--- src/rtl/tpg_pkg.sv ---
package tpg_pkg;

    typedef enum logic [1:0] {
        ST_OFF   = 2'd0,
        ST_PRIME = 2'd1,
        ST_RUN   = 2'd2
    } tpg_state_e;

    typedef enum logic [3:0] {
        SRC_UP         = 4'd0,
        SRC_DOWN       = 4'd1,
        SRC_TRI        = 4'd2,
        SRC_NOISE      = 4'd3,
        SRC_SWP_FLAT   = 4'd4,
        SRC_SWP_SCALED = 4'd5,
        SRC_LEVEL      = 4'd6,
        SRC_PULSE      = 4'd7,
        SRC_STEP       = 4'd8
    } tpg_src_e;

    typedef enum logic [1:0] {
        CK_UP   = 2'd0,
        CK_DOWN = 2'd1,
        CK_TRI  = 2'd2
    } cnt_kind_e;

    localparam logic [3:0] CODE_STEP      = 4'd14;
    localparam logic [3:0] CODE_LEVEL_REV = 4'd15;

    // Waveform source selected by a mode code
    function automatic tpg_src_e src_of(input logic [3:0] code);
        if (code == CODE_STEP)      return SRC_STEP;
        if (code == CODE_LEVEL_REV) return SRC_LEVEL;
        return tpg_src_e'({1'b0, code[2:0]});
    endfunction

    // Upper half of the code space applies bit reversal, except the step code
    function automatic logic rev_of(input logic [3:0] code);
        return code[3] && (code != CODE_STEP);
    endfunction

    // Feedback tap mask (bit t-1 set for tap t) of a maximal polynomial
    function automatic logic [23:0] lfsr_taps(input int w);
        case (w)
            4:       return 24'h00000C;
            5:       return 24'h000014;
            6:       return 24'h000030;
            7:       return 24'h000060;
            8:       return 24'h0000B8;
            9:       return 24'h000110;
            10:      return 24'h000240;
            11:      return 24'h000500;
            12:      return 24'h000829;
            13:      return 24'h00100D;
            14:      return 24'h002015;
            15:      return 24'h006000;
            16:      return 24'h00D008;
            17:      return 24'h012000;
            18:      return 24'h020400;
            19:      return 24'h040023;
            20:      return 24'h090000;
            21:      return 24'h140000;
            22:      return 24'h300000;
            23:      return 24'h420000;
            24:      return 24'hE10000;
            default: return 24'h00000C;
        endcase
    endfunction

endpackage

--- src/rtl/tpg_ctrl.sv ---
module tpg_ctrl
    import tpg_pkg::*;
(
    input  logic       clk,
    input  logic       rst_n,
    input  logic       test_en,
    input  logic       mode_wr,
    output tpg_state_e state,
    output logic       gen_clr,
    output logic       gen_run,
    output logic       first_q
);

    tpg_state_e state_q;
    tpg_state_e state_d;

    // State register
    always_ff @(posedge clk or negedge rst_n) begin
        if (!rst_n) begin
            state_q <= ST_OFF;
            first_q <= 1'b0;
        end else begin
            state_q <= state_d;
            first_q <= (state_q == ST_PRIME);
        end
    end

    // Transitions
    always_comb begin
        state_d = state_q;
        unique case (state_q)
            ST_OFF: begin
                if (test_en) state_d = ST_PRIME;
            end
            ST_PRIME: begin
                if (!test_en)     state_d = ST_OFF;
                else if (mode_wr) state_d = ST_PRIME;
                else              state_d = ST_RUN;
            end
            ST_RUN: begin
                if (!test_en)     state_d = ST_OFF;
                else if (mode_wr) state_d = ST_PRIME;
            end
            default: state_d = ST_OFF;
        endcase
    end

    // Outputs
    always_comb begin
        state   = state_q;
        gen_run = (state_q == ST_RUN);
        gen_clr = (state_q != ST_RUN);
    end

endmodule

--- src/rtl/tpg_counter.sv ---
module tpg_counter
    import tpg_pkg::*;
#(
    parameter int DW = 8
) (
    input  logic          clk,
    input  logic          rst_n,
    input  logic          clr,
    input  logic          step,
    input  cnt_kind_e     kind,
    output logic [DW-1:0] cnt,
    output logic          wrap
);

    localparam logic [DW-1:0] TOP = {DW{1'b1}};
    localparam logic [DW-1:0] ONE = {{(DW-1){1'b0}}, 1'b1};

    logic going_down;

    always_ff @(posedge clk or negedge rst_n) begin
        if (!rst_n) begin
            cnt        <= '0;
            going_down <= 1'b0;
        end else if (clr) begin
            cnt        <= '0;
            going_down <= 1'b0;
        end else if (step) begin
            unique case (kind)
                CK_UP:   cnt <= cnt + ONE;
                CK_DOWN: cnt <= cnt - ONE;
                CK_TRI: begin
                    if (!going_down) begin
                        if (cnt == TOP) begin
                            going_down <= 1'b1;
                            cnt        <= TOP - ONE;
                        end else begin
                            cnt <= cnt + ONE;
                        end
                    end else begin
                        if (cnt == '0) begin
                            going_down <= 1'b0;
                            cnt        <= ONE;
                        end else begin
                            cnt <= cnt - ONE;
                        end
                    end
                end
                default: cnt <= cnt;
            endcase
        end
    end

    assign wrap = step && (kind == CK_UP) && (cnt == TOP);

endmodule

--- src/rtl/tpg_lfsr.sv ---
module tpg_lfsr
    import tpg_pkg::*;
#(
    parameter int DW = 8
) (
    input  logic          clk,
    input  logic          rst_n,
    input  logic          clr,
    input  logic          adv,
    output logic [DW-1:0] word
);

    localparam logic [DW-1:0] TAPS = DW'(lfsr_taps(DW));
    localparam logic [DW-1:0] SEED = {{(DW-1){1'b0}}, 1'b1};

    logic fb;
    assign fb = ^(word & TAPS);

    always_ff @(posedge clk or negedge rst_n) begin
        if (!rst_n) begin
            word <= SEED;
        end else if (clr) begin
            word <= SEED;
        end else if (adv) begin
            word <= {word[DW-2:0], fb};
        end
    end

endmodule

--- src/rtl/tpg_sweep.sv ---
module tpg_sweep #(
    parameter int SW = 4
) (
    input  logic          clk,
    input  logic          rst_n,
    input  logic          clr,
    input  logic          en,
    input  logic          wrap,
    output logic          tick,
    output logic [SW-1:0] sreg
);

    localparam logic [SW-1:0] START = {{(SW-1){1'b0}}, 1'b1};

    logic [SW-1:0] div;
    logic [SW-1:0] sreg_rot;

    generate
        if (SW == 1) begin : g_single
            assign sreg_rot = sreg;
        end else begin : g_rotate
            assign sreg_rot = {sreg[SW-2:0], sreg[SW-1]};
        end
    endgenerate

    assign tick = en && (div == sreg);

    always_ff @(posedge clk or negedge rst_n) begin
        if (!rst_n) begin
            div  <= '0;
            sreg <= START;
        end else if (clr) begin
            div  <= '0;
            sreg <= START;
        end else begin
            if (en) begin
                if (tick) div <= '0;
                else      div <= div + 1'b1;
            end
            if (wrap) sreg <= sreg_rot;
        end
    end

endmodule

--- src/rtl/wavegen_tpg.sv ---
module wavegen_tpg
    import tpg_pkg::*;
#(
    parameter int DW = 8,
    parameter int SW = 4
) (
    input  logic          clk,
    input  logic          rst_n,
    input  logic          test_en,
    input  logic [DW-1:0] sys_data,
    input  logic          wr_en,
    input  logic          wr_sel,
    input  logic [DW-1:0] wr_data,
    output logic [DW-1:0] dac_out
);

    localparam int CW = 4;

    logic [CW-1:0] mode_q;
    logic [DW-1:0] mag_q;
    logic          mode_wr;

    tpg_state_e    ctrl_state;
    logic          gen_clr;
    logic          gen_run;
    logic          first_q;

    tpg_src_e      src_sel;
    logic          rev_sel;
    cnt_kind_e     kind_sel;
    logic          sweep_mode;

    logic [DW-1:0] cnt_word;
    logic          cnt_wrap;
    logic          cnt_step;
    logic [DW-1:0] lfsr_word;
    logic          sweep_tick;
    logic [SW-1:0] sweep_reg;

    logic [DW-1:0] scaled;
    logic [DW-1:0] raw_wave;
    logic [DW-1:0] rev_wave;
    logic [DW-1:0] shaped;

    assign mode_wr = wr_en && !wr_sel;

    // Setup registers
    always_ff @(posedge clk or negedge rst_n) begin
        if (!rst_n) begin
            mode_q <= '0;
            mag_q  <= '0;
        end else if (wr_en) begin
            if (wr_sel) mag_q  <= wr_data;
            else        mode_q <= wr_data[CW-1:0];
        end
    end

    // Mode decode
    always_comb begin
        src_sel    = src_of(mode_q);
        rev_sel    = rev_of(mode_q);
        sweep_mode = (src_sel == SRC_SWP_FLAT) || (src_sel == SRC_SWP_SCALED);
        unique case (src_sel)
            SRC_DOWN: kind_sel = CK_DOWN;
            SRC_TRI:  kind_sel = CK_TRI;
            default:  kind_sel = CK_UP;
        endcase
    end

    tpg_ctrl u_ctrl (
        .clk     (clk),
        .rst_n   (rst_n),
        .test_en (test_en),
        .mode_wr (mode_wr),
        .state   (ctrl_state),
        .gen_clr (gen_clr),
        .gen_run (gen_run),
        .first_q (first_q)
    );

    assign cnt_step = sweep_mode ? sweep_tick : gen_run;

    tpg_counter #(.DW(DW)) u_counter (
        .clk   (clk),
        .rst_n (rst_n),
        .clr   (gen_clr),
        .step  (cnt_step),
        .kind  (kind_sel),
        .cnt   (cnt_word),
        .wrap  (cnt_wrap)
    );

    tpg_lfsr #(.DW(DW)) u_lfsr (
        .clk   (clk),
        .rst_n (rst_n),
        .clr   (gen_clr),
        .adv   (gen_run),
        .word  (lfsr_word)
    );

    tpg_sweep #(.SW(SW)) u_sweep (
        .clk   (clk),
        .rst_n (rst_n),
        .clr   (gen_clr),
        .en    (gen_run && sweep_mode),
        .wrap  (cnt_wrap && sweep_mode),
        .tick  (sweep_tick),
        .sreg  (sweep_reg)
    );

    assign scaled = DW'(({{DW{1'b0}}, cnt_word} * {{DW{1'b0}}, mag_q}) >> DW);

    // Source selection
    always_comb begin
        unique case (src_sel)
            SRC_UP, SRC_DOWN, SRC_TRI, SRC_SWP_FLAT: raw_wave = cnt_word;
            SRC_NOISE:      raw_wave = lfsr_word;
            SRC_SWP_SCALED: raw_wave = scaled;
            SRC_LEVEL:      raw_wave = mag_q;
            SRC_STEP:       raw_wave = mag_q;
            SRC_PULSE:      raw_wave = first_q ? mag_q : '0;
            default:        raw_wave = '0;
        endcase
    end

    generate
        for (genvar i = 0; i < DW; i++) begin : g_rev
            assign rev_wave[i] = raw_wave[DW-1-i];
        end
    endgenerate

    assign shaped = rev_sel ? rev_wave : raw_wave;

    // Output register
    always_ff @(posedge clk or negedge rst_n) begin
        if (!rst_n) begin
            dac_out <= '0;
        end else begin
            unique case (ctrl_state)
                ST_OFF:   dac_out <= sys_data;
                ST_PRIME: dac_out <= (src_sel == SRC_LEVEL) ? shaped : '0;
                ST_RUN:   dac_out <= shaped;
                default:  dac_out <= '0;
            endcase
        end
    end

endmodule

--- config.mk ---
export PLATFORM = sky130hd
export DESIGN_NAME = wavegen_tpg
export DESIGN_NICKNAME = d
export VERILOG_FILES = /design/src/rtl/tpg_pkg.sv /design/src/rtl/tpg_ctrl.sv /design/src/rtl/tpg_counter.sv /design/src/rtl/tpg_lfsr.sv /design/src/rtl/tpg_sweep.sv /design/src/rtl/wavegen_tpg.sv
export SDC_FILE = /design/constraint.sdc
export NUM_CORES = 1
export LEC_CHECK = 0
export CAP_MARGIN = 20
export CELL_PAD_IN_SITES_DETAIL_PLACEMENT = 1
export CELL_PAD_IN_SITES_GLOBAL_PLACEMENT = 1
export CORE_UTILIZATION = 44
export CTS_BUF_LIST = sky130_fd_sc_hd__clkbuf_4
export DETAILED_ROUTE_END_ITERATION = 12
export GPL_TIMING_DRIVEN = 0
export PLACE_DENSITY = 0.86
export SETUP_SLACK_MARGIN = 0.05
export SLEW_MARGIN = 15
export SYNTH_ARGS = -nofsm -noshare
export SYNTH_HDL_FRONTEND = slang
export SYNTH_SLANG_ARGS = --single-unit
--- constraint.sdc ---
create_clock -name clk -period 4.8 [get_ports clk]
set_input_delay 0.48 -clock clk [delete_from_list [all_inputs] [get_ports clk]]
set_output_delay 0.48 -clock clk [all_outputs]
set_load 0.02 [all_outputs]
Word level (Yosys, flattened, before mapping)

Cells that the tools add are included.

Flip-flop bits (word level): 48
Memories: 0
Bits in read-only memories: 0
Bits in latches: 0
Input port bits: 21
Word-level logic and storage cells: 101
Memory bits (writable): 0

Magnitude comparators: 0
Reduce and logical (&&, ||, !) cells: 27
Shifts and indexed selects: 0
Mux-type cells: 39
Bitwise gates (word level): 1
Add/sub/neg operators: 3
$mul: 1
Equality and inequality tests: 20
Divide/modulo/power cells: 0

Operators with widths:

| cell                | count |
|---|---|
| $mux 8              | 10 |
| $pmux 8 s3          | 2 |
| $pmux 8 s5          | 1 |
| $mux 4              | 9 |
| $eq 4x3->1 const B  | 4 |
| $mul 8x8->16        | 1 |
| $eq 4x4->1 const B  | 3 |
| $mux 1              | 10 |
| $mux 2              | 5 |
| $reduce_and 2->1    | 5 |
| $reduce_bool 2->1   | 5 |
| $add 8x1->8 const B | 1 |
| $eq 4x2->1 const B  | 2 |
| $eq 8x8->1 const B  | 1 |
| $logic_not 8->1     | 1 |
| $reduce_xor 8->1    | 1 |
| $sub 8x1->8 const B | 1 |
| $logic_and 1x1->1   | 7 |
| $pmux 2 s3          | 1 |
| $add 4x1->4 const B | 1 |
| $eq 2x1->1 const B  | 2 |
| $eq 2x2->1 const B  | 2 |
| $eq 4x1->1 const B  | 1 |
| $eq 4x4->1          | 1 |
| 12 further kinds    | 14 |

Longest topological paths before layout

Gate-level depths: netlist of run 1.

Depth after elaboration: 15
Depth in mapped cells: 18
Gate-level depth less buffers: 17

Hierarchy

A second synthesis of run 1 with hierarchy kept.

Cell total of the unflattened synthesis: 595
Area total of the unflattened synthesis: 5298.8 um2

By module, submodules not included:

| module      | cells an instance | area an instance (um2) | times used |
|---|---|---|---|
| wavegen_tpg | 346               | 3234.4                 | 1 |
| tpg_counter | 161               | 1143.6                 | 1 |
| tpg_sweep   | 46                | 440.4                  | 1 |
| tpg_lfsr    | 30                | 347.8                  | 1 |
| tpg_ctrl    | 12                | 132.6                  | 1 |

Worst setup path before layout of run 1

Ideal clock, no wire load.

Kind: reg2reg
Start: reg u_counter.cnt[2]
End: reg dac_out[4]
Slack: 0.123 ns
Buffers on the path: 2
Cell stages (with the launch flop): 18
Arrival: 4.593 ns
Period minus slack after synthesis: 4.677 ns
Path through: dfrtp_1 -> clkbuf_1 -> clkbuf_1 -> and2_1 -> fa_1 -> fa_1 -> fa_1 -> inv_1 -> fa_1 -> inv_1 -> ha_1 -> nand3_1 -> o22ai_1 -> a21oi_1 -> or4b_1 -> nand3_1 -> mux2i_1 -> o21ai_0

Longest elaborated chain between the ends: 5

RTL lines:

| what                   | RTL line           | RTL |
|---|---|---|
| start, declared        | tpg_counter.sv:11  | `output logic [DW-1:0] cnt,` |
| start signal, assigned | tpg_counter.sv:29  | `CK_UP: cnt <= cnt + ONE;` |
| start signal, assigned | tpg_counter.sv:30  | `CK_DOWN: cnt <= cnt - ONE;` |
| start signal, assigned | tpg_counter.sv:35  | `cnt <= TOP - ONE;` |
| $mul 8x8->16 (*)       | wavegen_tpg.sv:111 | `assign scaled = DW'(({{DW{1'b0}}, cnt_word} * {{DW{1'b0}}, mag_q}) >> DW);` |
| $pmux 8 s5 (*)         | wavegen_tpg.sv:115 | `unique case (src_sel)` |
| $mux 8 (*)             | wavegen_tpg.sv:132 | `assign shaped = rev_sel ? rev_wave : raw_wave;` |
| $mux 8                 | wavegen_tpg.sv:141 | `ST_PRIME: dac_out <= (src_sel == SRC_LEVEL) ? shaped : '0;` |
| $pmux 8 s3 (*)         | wavegen_tpg.sv:139 | `unique case (ctrl_state)` |
| end signal, assigned   | wavegen_tpg.sv:140 | `ST_OFF: dac_out <= sys_data;` |
| end signal, assigned   | wavegen_tpg.sv:141 |  |
| end signal, assigned   | wavegen_tpg.sv:142 | `ST_RUN: dac_out <= shaped;` |
| end, declared          | wavegen_tpg.sv:14  | `output logic [DW-1:0] dac_out` |

Mark *: on every way between the ends. The rest lies on a longest branch, timed or not.
A chain may end at the register's enable or synchronous reset.

Final worst setup path of run 1

Start: reg u_counter.cnt[0]
End: reg dac_out[7]

Longest elaborated chain between the ends: 5

RTL lines:

| what           | RTL line |
|---|---|
| $mul 8x8->16   | wavegen_tpg.sv:111 |
| $pmux 8 s5 (*) | wavegen_tpg.sv:115 |
| $mux 8 (*)     | wavegen_tpg.sv:132 |
| $mux 8         | wavegen_tpg.sv:141 |
| $pmux 8 s3 (*) | wavegen_tpg.sv:139 |

Marked as above.

==> out/qor.csv, run 1 <==
stage,metric,value,unit
critical_path,crit_arrival,4.86,ns
clock_network,cts_buffer_depth,2,
floorplan,core_region_area,0.01089,sq mm
layout,antenna_cells,0,
yosys,syn-num-nets,660,
yosys,synthTopCellsByArea,"dfrtp_1 23%, fa_1 14%, ha_1 10%, and2_1 7.3%, nand2_1 4.7%",
detailed_routing,routedWlPerCell,19.65,um
yosys,netlist.top_cell.by_area,dfrtp_1,
sta,period_needed,4.596,ns
sta,finalClockSkew,0.01849,ns
pwr,cellInternalPower,682.2,uW
pwr,p_clk_share,23.7,%
floorplan,die_h,108.2,um
hold_path,hold_path.class,in -> async,
sta,hold_viol,0,
yosys,synth.cell_area,0.004960,sq mm
yosys,synth-seq-cells,48,
sta,setup_viol,0,
floorplan,rows,38,
global_route,grt.total_usage,26.46,%
pwr,p_leak,0.002598,uW
yosys,synth_cells,563,
placement,hpwl,11140,um
yosys,yosysTopAreaCellShare,23.21,%
detailed_routing,via_count,4343,
pwr,p_total,1083,uW
floorplan,ios,29,
floorplan,die_area,0.01170,sq mm
clock_network,clock-sinks,48,
critical_path,worstPathRequired,5.07,ns
sta,hold_slack,0.5013,ns
sta,setup_slack,0.2038,ns
yosys,yosys_warnings,0,
pwr,switching_power,400.5,uW
layout,layout-drive-gt1-share,11.98,%
detailed_routing,avgViaCountPerCell,5.861,
pwr,switching_share,36.99,%
layout,area_growth,16.42,%
clock_network,root_buffer,clkbuf_4,
global_route,grt_max_degree,35,
clock_network,cts_tree,done,
detailed_routing,drt_iter0_markers,280,
sta,min_period_over_period,95.75,%
sta,relSlewSlack,47.19,%
sta,grt_setup_unrepaired,no,
clock_network,clk_pin_slew_worst_paths,0.17,ns
yosys,ys_seq_area_share,24.27,%
run_status,status,"complete, no violations",
global_route,overflow,0,
yosys,synth.distinct_cells,57,
critical_path,path_max_fanout,10,
layout,n_fill_cell,1279,
sta,worst_slew_pin_slew,0.7868,ns
yosys,synth_edf_count,0,
detailed_routing,drcViolationCount,0,
detailed_routing,ant_nets,0,
placement,place_ws,-0.7841,ns
placement,gp_congestion,0.8744,
layout,nets,697,
pwr,power.density,187.5,mW/mm^2
yosys,synth.avg_cell_area,8.810,sq um
critical_path,crit_path_end_kind,flip-flop,
critical_path,crit_type,reg -> reg,
pwr,seq_power_share,43.7,%
layout,final_cell_mix,"61 x nand2_1, 57 x and2_1, 51 x inv_1, 37 x ha_1, 37 x dfrtp_1",
pwr,peakVddDrop,0.2697,mV
floorplan,initial_utilization,45.55,%
clock_network,htree_num_levels,2,
sta,slew_viol_final,0,
global_route,grt_pass1_vias,4742,
detailed_routing,dr.pass1.iters,5,
global_route,antenna_found_initial,0,
detailed_routing,drt_wl_total,14560,um
sta,max_freq,217.6,MHz
placement,portBuffers,28,
floorplan,die_x,108.2,um
clock_network,cts_buffers,5,
run,max_cap_viol_count,0,
yosys,async_reset_ff_share,100.0,%
yosys,ys.flop_type,dfrtp_1,
pwr,p_comb_share,32.7,%
clock_network,clk_latency,0.40,ns
layout,mostFrequentLayoutCell,nand2_1,
critical_path,cp-start-kind,flip-flop,
global_route,grt_pass1_wl,23820,um
[registers in the layout (all words and copies together), names as in the netlist]
register	cells
dac_out	8
mag_q	8
u_counter.cnt	8
u_lfsr.word	8
mode_q	4
u_sweep.div	4
u_sweep.sreg	4
u_ctrl.state	2
u_counter.going_down	1
u_ctrl.first_q	1
[power by group through the flow]
| stage | sequential (uW) | combinational [uW] | clock, uW |
|---|---|---|---|
| global route | 478 | 389 | 275 |
| finish | 473 | 354 | 256 |
| global placement | 469 | 322 | 0 |
| floorplan | 466 | 208 | 0 |
| CTS | 465 | 348 | 257 |
| detailed placement | 471 | 336 | 0 |
[logic make-up after synthesis]
logic type      Yosys count  share of synthesized area, %
compound gates          116                         15.49
xor+xnor                 22                         3.885
fa+ha+maj                76                         24.47
buf+inv                  82                         6.408
flops                    48                         24.27
mux                      18                         3.835
simple gates            201                         21.65
[per-stage QoR]
stage,area [sq um],std cells,TNS (ns),utilization [%]
after floorplan,4960,563,0,-
after global routing,5774,741,0,53.03
after global placement,5415,731,-4.303,49.74
final,5774,741,0,53.03
after detailed placement,5430,732,-5.350,49.87
after CTS,5683,744,0,52.19
[critical path, cell delays in order, from the launching register on]
cell and delay, ns:
dfrtp_2 0.44, clkbuf_4 0.21, and2_1 0.20, fa_1 0.45
fa_1 0.49, ha_1 0.35, fa_1 0.51, ha_1 0.36
a21oi_1 0.20, a21boi_1 0.31, o21ai_0 0.16, xnor2_1 0.30
o21ai_0 0.20, mux2i_1 0.19, o21ai_1 0.08
[final cells by class]
cell class | count | area [sq um] | share of cell area [%]
Multi-Input combinational cell | 433 | 3613 | 62.58
Sequential cell | 48 | 1215 | 21.04
Timing Repair Buffer | 44 | 410.4 | 7.107
Inverter | 51 | 191.4 | 3.315
Tap cell | 140 | 175.2 | 3.034
Buffer | 17 | 88.84 | 1.538
Clock inverter | 3 | 42.54 | 0.7367
Clock buffer | 5 | 37.54 | 0.6501
[cell usage after synthesis (2+ instances only)]
cell type,number
o21ai_0,35
a31oi_1,3
o2111a_1,2
a211oi_1,2
or4_4,2
nor2_1,23
a21boi_0,3
dfstp_2,2
buf_1,3
o2111ai_1,2
xnor2_1,14
nand2b_1,5
mux2i_1,10
ha_1,41
o21ai_1,3
and2_1,58
nand3_1,15
and3b_1,2
nor2b_1,6
buf_2,2
inv_1,51
o21a_1,8
xor2_1,8
clkbuf_1,25
o221ai_1,6
and4_1,3
nor3_1,5
a21oi_1,25
a222oi_1,8
o211ai_1,4
a41oi_1,2
dfrtp_1,46
o211a_1,2
nand2_1,62
a22oi_1,2
fa_1,35
mux2_2,8
and3_1,2
nand4_1,9
a22o_1,2
[path summary, 6_finish.rpt]
kind / depth (start not counted) / to / startpoint / slack (ns)
max in group asynchronous: 3 / u_lfsr.word[0]$_DFF_PN1_ / rst_n / 3.69
min in group clk: 1 / u_lfsr.word[7]$_DFF_PN0_ / u_lfsr.word[6]$_DFF_PN0_ / 0.51
hold / removal: 2 / u_counter.cnt[2]$_DFFE_PN0P_ / rst_n / 0.50
setup reg to reg: 14 / dac_out[7]$_DFF_PN0_ / u_counter.cnt[0]$_DFFE_PN0P_ / 0.20
setup / recovery: 14 / dac_out[7]$_DFF_PN0_ / u_counter.cnt[0]$_DFFE_PN0P_ / 0.20
hold reg to reg: 1 / u_lfsr.word[7]$_DFF_PN0_ / u_lfsr.word[6]$_DFF_PN0_ / 0.51
[metal layers]
layer | vias to the layer above | GRT usage [%] | part of all wire (%)
li1 | 2013 | - | -
met1 | 2219 | 33.83 | 43
met2 | 91 | 48.04 | 52
met3 | 20 | 2.049 | 3.2
met4 | 0 | 6.654 | 1.6
met5 | - | 0 | 0
[timing repair]
item,CTS,global route
gates resized for setup,35,28
hold buffers,1,0
pin swaps,14,23
hold endpoints to repair,13,0
setup endpoints to repair,8,8
buffers inserted,9,5
No activity file was read; power rests on OpenSTA's default activity.
==> inputs of run 2 (changes only) <==
Settings changed: CORE_MARGIN set to 3, RECOVER_POWER set to 25.
==> out/qor.csv, run 2 (synthesis gave the netlist of run 1 again) <==
stage,metric,value,unit
run_status,status,"finished, violations left",
run_status,violations,"max-capacitance violations, max-slew violations",
run,max_cap_viol_count,1,
layout,nets,707,
critical_path,crit_type,reg -> reg,
critical_path,timing.rr.start,u_counter.cnt[2]$_DFFE_PN0P_,
critical_path,cp_slowest_cell,fa_1,
detailed_routing,ant_nets,0,
global_route,grt_pass1_wl,24610,um
critical_path,crit_arrival,4.88,ns
sta,slew_viol_final,30,
clock_network,root_buffer,clkbuf_4,
sta,min_period_over_period,95.89,%
layout,antenna_cells,0,
placement,placed_area,0.005430,sq mm
placement,hpwl,11440,um
sta,worst_slew_pin_slew,1.717,ns
critical_path,critical_path.max_stage_delay,0.50,ns
clock_network,cts_buffer_depth,2,
pwr,power.density,179.0,mW/mm^2
global_route,grt_pass1_vias,4787,
placement,gp_congestion,0.9401,
sta,fin_setup_tns,0,ns
sta,period_needed,4.603,ns
clock_network,htree_num_levels,2,
hold_path,hold_start,u_lfsr.word[6]$_DFF_PN0_,
floorplan,rows,38,
layout,mostFrequentLayoutCell,nand2_1,
pwr,p_leak,0.002640,uW
floorplan,die_area,0.01258,sq mm
sta,setup_viol,0,
layout,final_cell_mix,"62 x nand2_1, 58 x and2_1, 50 x inv_1, 37 x ha_1",
detailed_routing,dr.pass1.iters,6,
detailed_routing,drcViolationCount,0,
critical_path,crit_path_frequent_cell,fa_1,
sta,max_freq,217.3,MHz
global_route,grt.total_usage,24.31,%
sta,grt_setup_unrepaired,no,
floorplan,ios,29,
detailed_routing,drt_wl_total,15470,um
detailed_routing,drt_iter0_markers,305,
detailed_routing,avgViaCountPerCell,5.964,
sta,relSlewSlack,-14.48,%
critical_path,path_max_fanout,16,
sta,finalClockSkew,0.02655,ns
critical_path,cp-start-kind,flip-flop,
layout,layout-drive-gt1-share,12.93,%
global_route,met3_usage,2.210,%
sta,hold_slack,0.5041,ns
pwr,peakVddDrop,0.2263,mV
sta,hold_viol,0,
layout,area_growth,17.43,%
floorplan,initial_utilization,45.35,%
detailed_routing,via_count,4479,
detailed_routing,routedWlPerCell,20.59,um
global_route,met2_usage,43.03,%
clock_network,cts_buffers,5,
sta,setup_slack,0.1972,ns
critical_path,crit_path_start,u_counter.cnt[2]$_DFFE_PN0P_,
global_route,overflow,0,
critical_path,crit_path_end_kind,flip-flop,
placement,portBuffers,28,
clock_network,cts_tree,done,
critical_path,worstPathRequired,5.08,ns
critical_path,cp_cell_sequence,buf_12 > buf_4 > and2_1 > fa_1 > fa_1 > ha_1 > fa_1 > ha_1 > a21oi_1 > a21boi_4 > o21ai_0 > xnor2_1 > o21ai_1 > mux2i_1 > o21ai_1,
hold_path,hold_path.class,reg -> reg,
layout,final_area,0.005824,sq mm
global_route,top_usage_layer,met2,
floorplan,die_x,112.2,um
clock_network,clk_latency,0.41,ns
floorplan,die_h,112.2,um
global_route,met1_usage,31.47,%
placement,place_ws,-0.7647,ns
clock_network,clk_pin_slew_worst_paths,0.16,ns
floorplan,core_region_area,0.01094,sq mm
global_route,grt_max_degree,30,
clock_network,clock-sinks,48,
global_route,antenna_found_initial,0,
-- run 2: changes by cell type in the layout (fill, tap and decap cells not counted), moves of 2 or more --
cell      previous run  this run
buf_4               14        22
clkbuf_1            13        15
fa_1                33        35
fa_2                 2         0
dfrtp_1             37        35
dfrtp_2              9        11
-- run 2: metal layers --
layer  vias up  share of wire, %  wire length [um]
met5         -                 0                 0
met4         0               1.5               231
met3        19               4.1               628
met2       137                52              8100
met1      2298                42              6505
li1       2025                 -                 -
-- run 2: timing repair --
item,4_1_cts,5_1_grt
buffers inserted,8,14
resized for setup,35,32
endpoints found under the hold margin,9,0
hold buffers,1,0
endpoints found under the setup margin,8,8
pin swaps,7,22
-- run 2: cell type report --
| cell class | instances | area, sq um |
|---|---|---|
| Fill cell | 1284 | 5111 |
| Inverter | 51 | 191.4 |
| Timing Repair Buffer | 52 | 452.9 |
| Buffer | 19 | 127.6 |
| Multi-Input combinational cell | 433 | 3603 |
| Clock inverter | 2 | 11.26 |
| Clock buffer | 6 | 45.04 |
| Sequential cell | 48 | 1217 |
| Tap cell | 140 | 175.2 |
-- run 2: worst paths after layout --
check	endpoint	depth (start not counted)	slack (ns)
worst min register to register	u_lfsr.word[7]$_DFF_PN0_	1	0.50
max in group asynchronous	mag_q[3]$_DFFE_PN0P_	3	1.80
worst min-delay path	u_lfsr.word[7]$_DFF_PN0_	1	0.50
min in group asynchronous	mag_q[5]$_DFFE_PN0P_	2	0.74
worst max register to register	dac_out[0]$_DFF_PN0_	15	0.20
worst max-delay path	dac_out[0]$_DFF_PN0_	15	0.20
-- run 2: worst max-delay path: cells and delay by family (launching register included) --
kind | cells | cell delay, ns
adder cells (fa/ha/maj) | 5 | 2.09
AO/OA/AOI/OAI | 5 | 0.91
flip-flops | 1 | 0.46
XOR/XNOR | 1 | 0.35
buffers and inverters | 2 | 0.31
multiplexers | 1 | 0.19
AND/OR/NAND/NOR | 1 | 0.14
-- run 2: power by group --
part	total [uW]	switching, uW	leakage, uW	internal [uW]
registers	479	45.9	0.000611	433
clock network	204	142	0.0000293	61.6
logic	359	217	0.00200	142
-- run 2: metrics by stage --
step	power, uW	util, %	std cells
3_3_place_gp	794.5	49.52	731
6_report	1042	53.26	751
2_1_floorplan	674.5	-	563
3_5_place_dp	814.6	49.66	732
4_1_cts	1028	51.48	740
5_1_grt	1097	53.26	751
==> inputs of run 3 (changes only) <==
Settings changed: CAP_MARGIN 20 to unset.
==> results of run 3 <==
Final layout, timing and power as in run 2 (identical DEF).
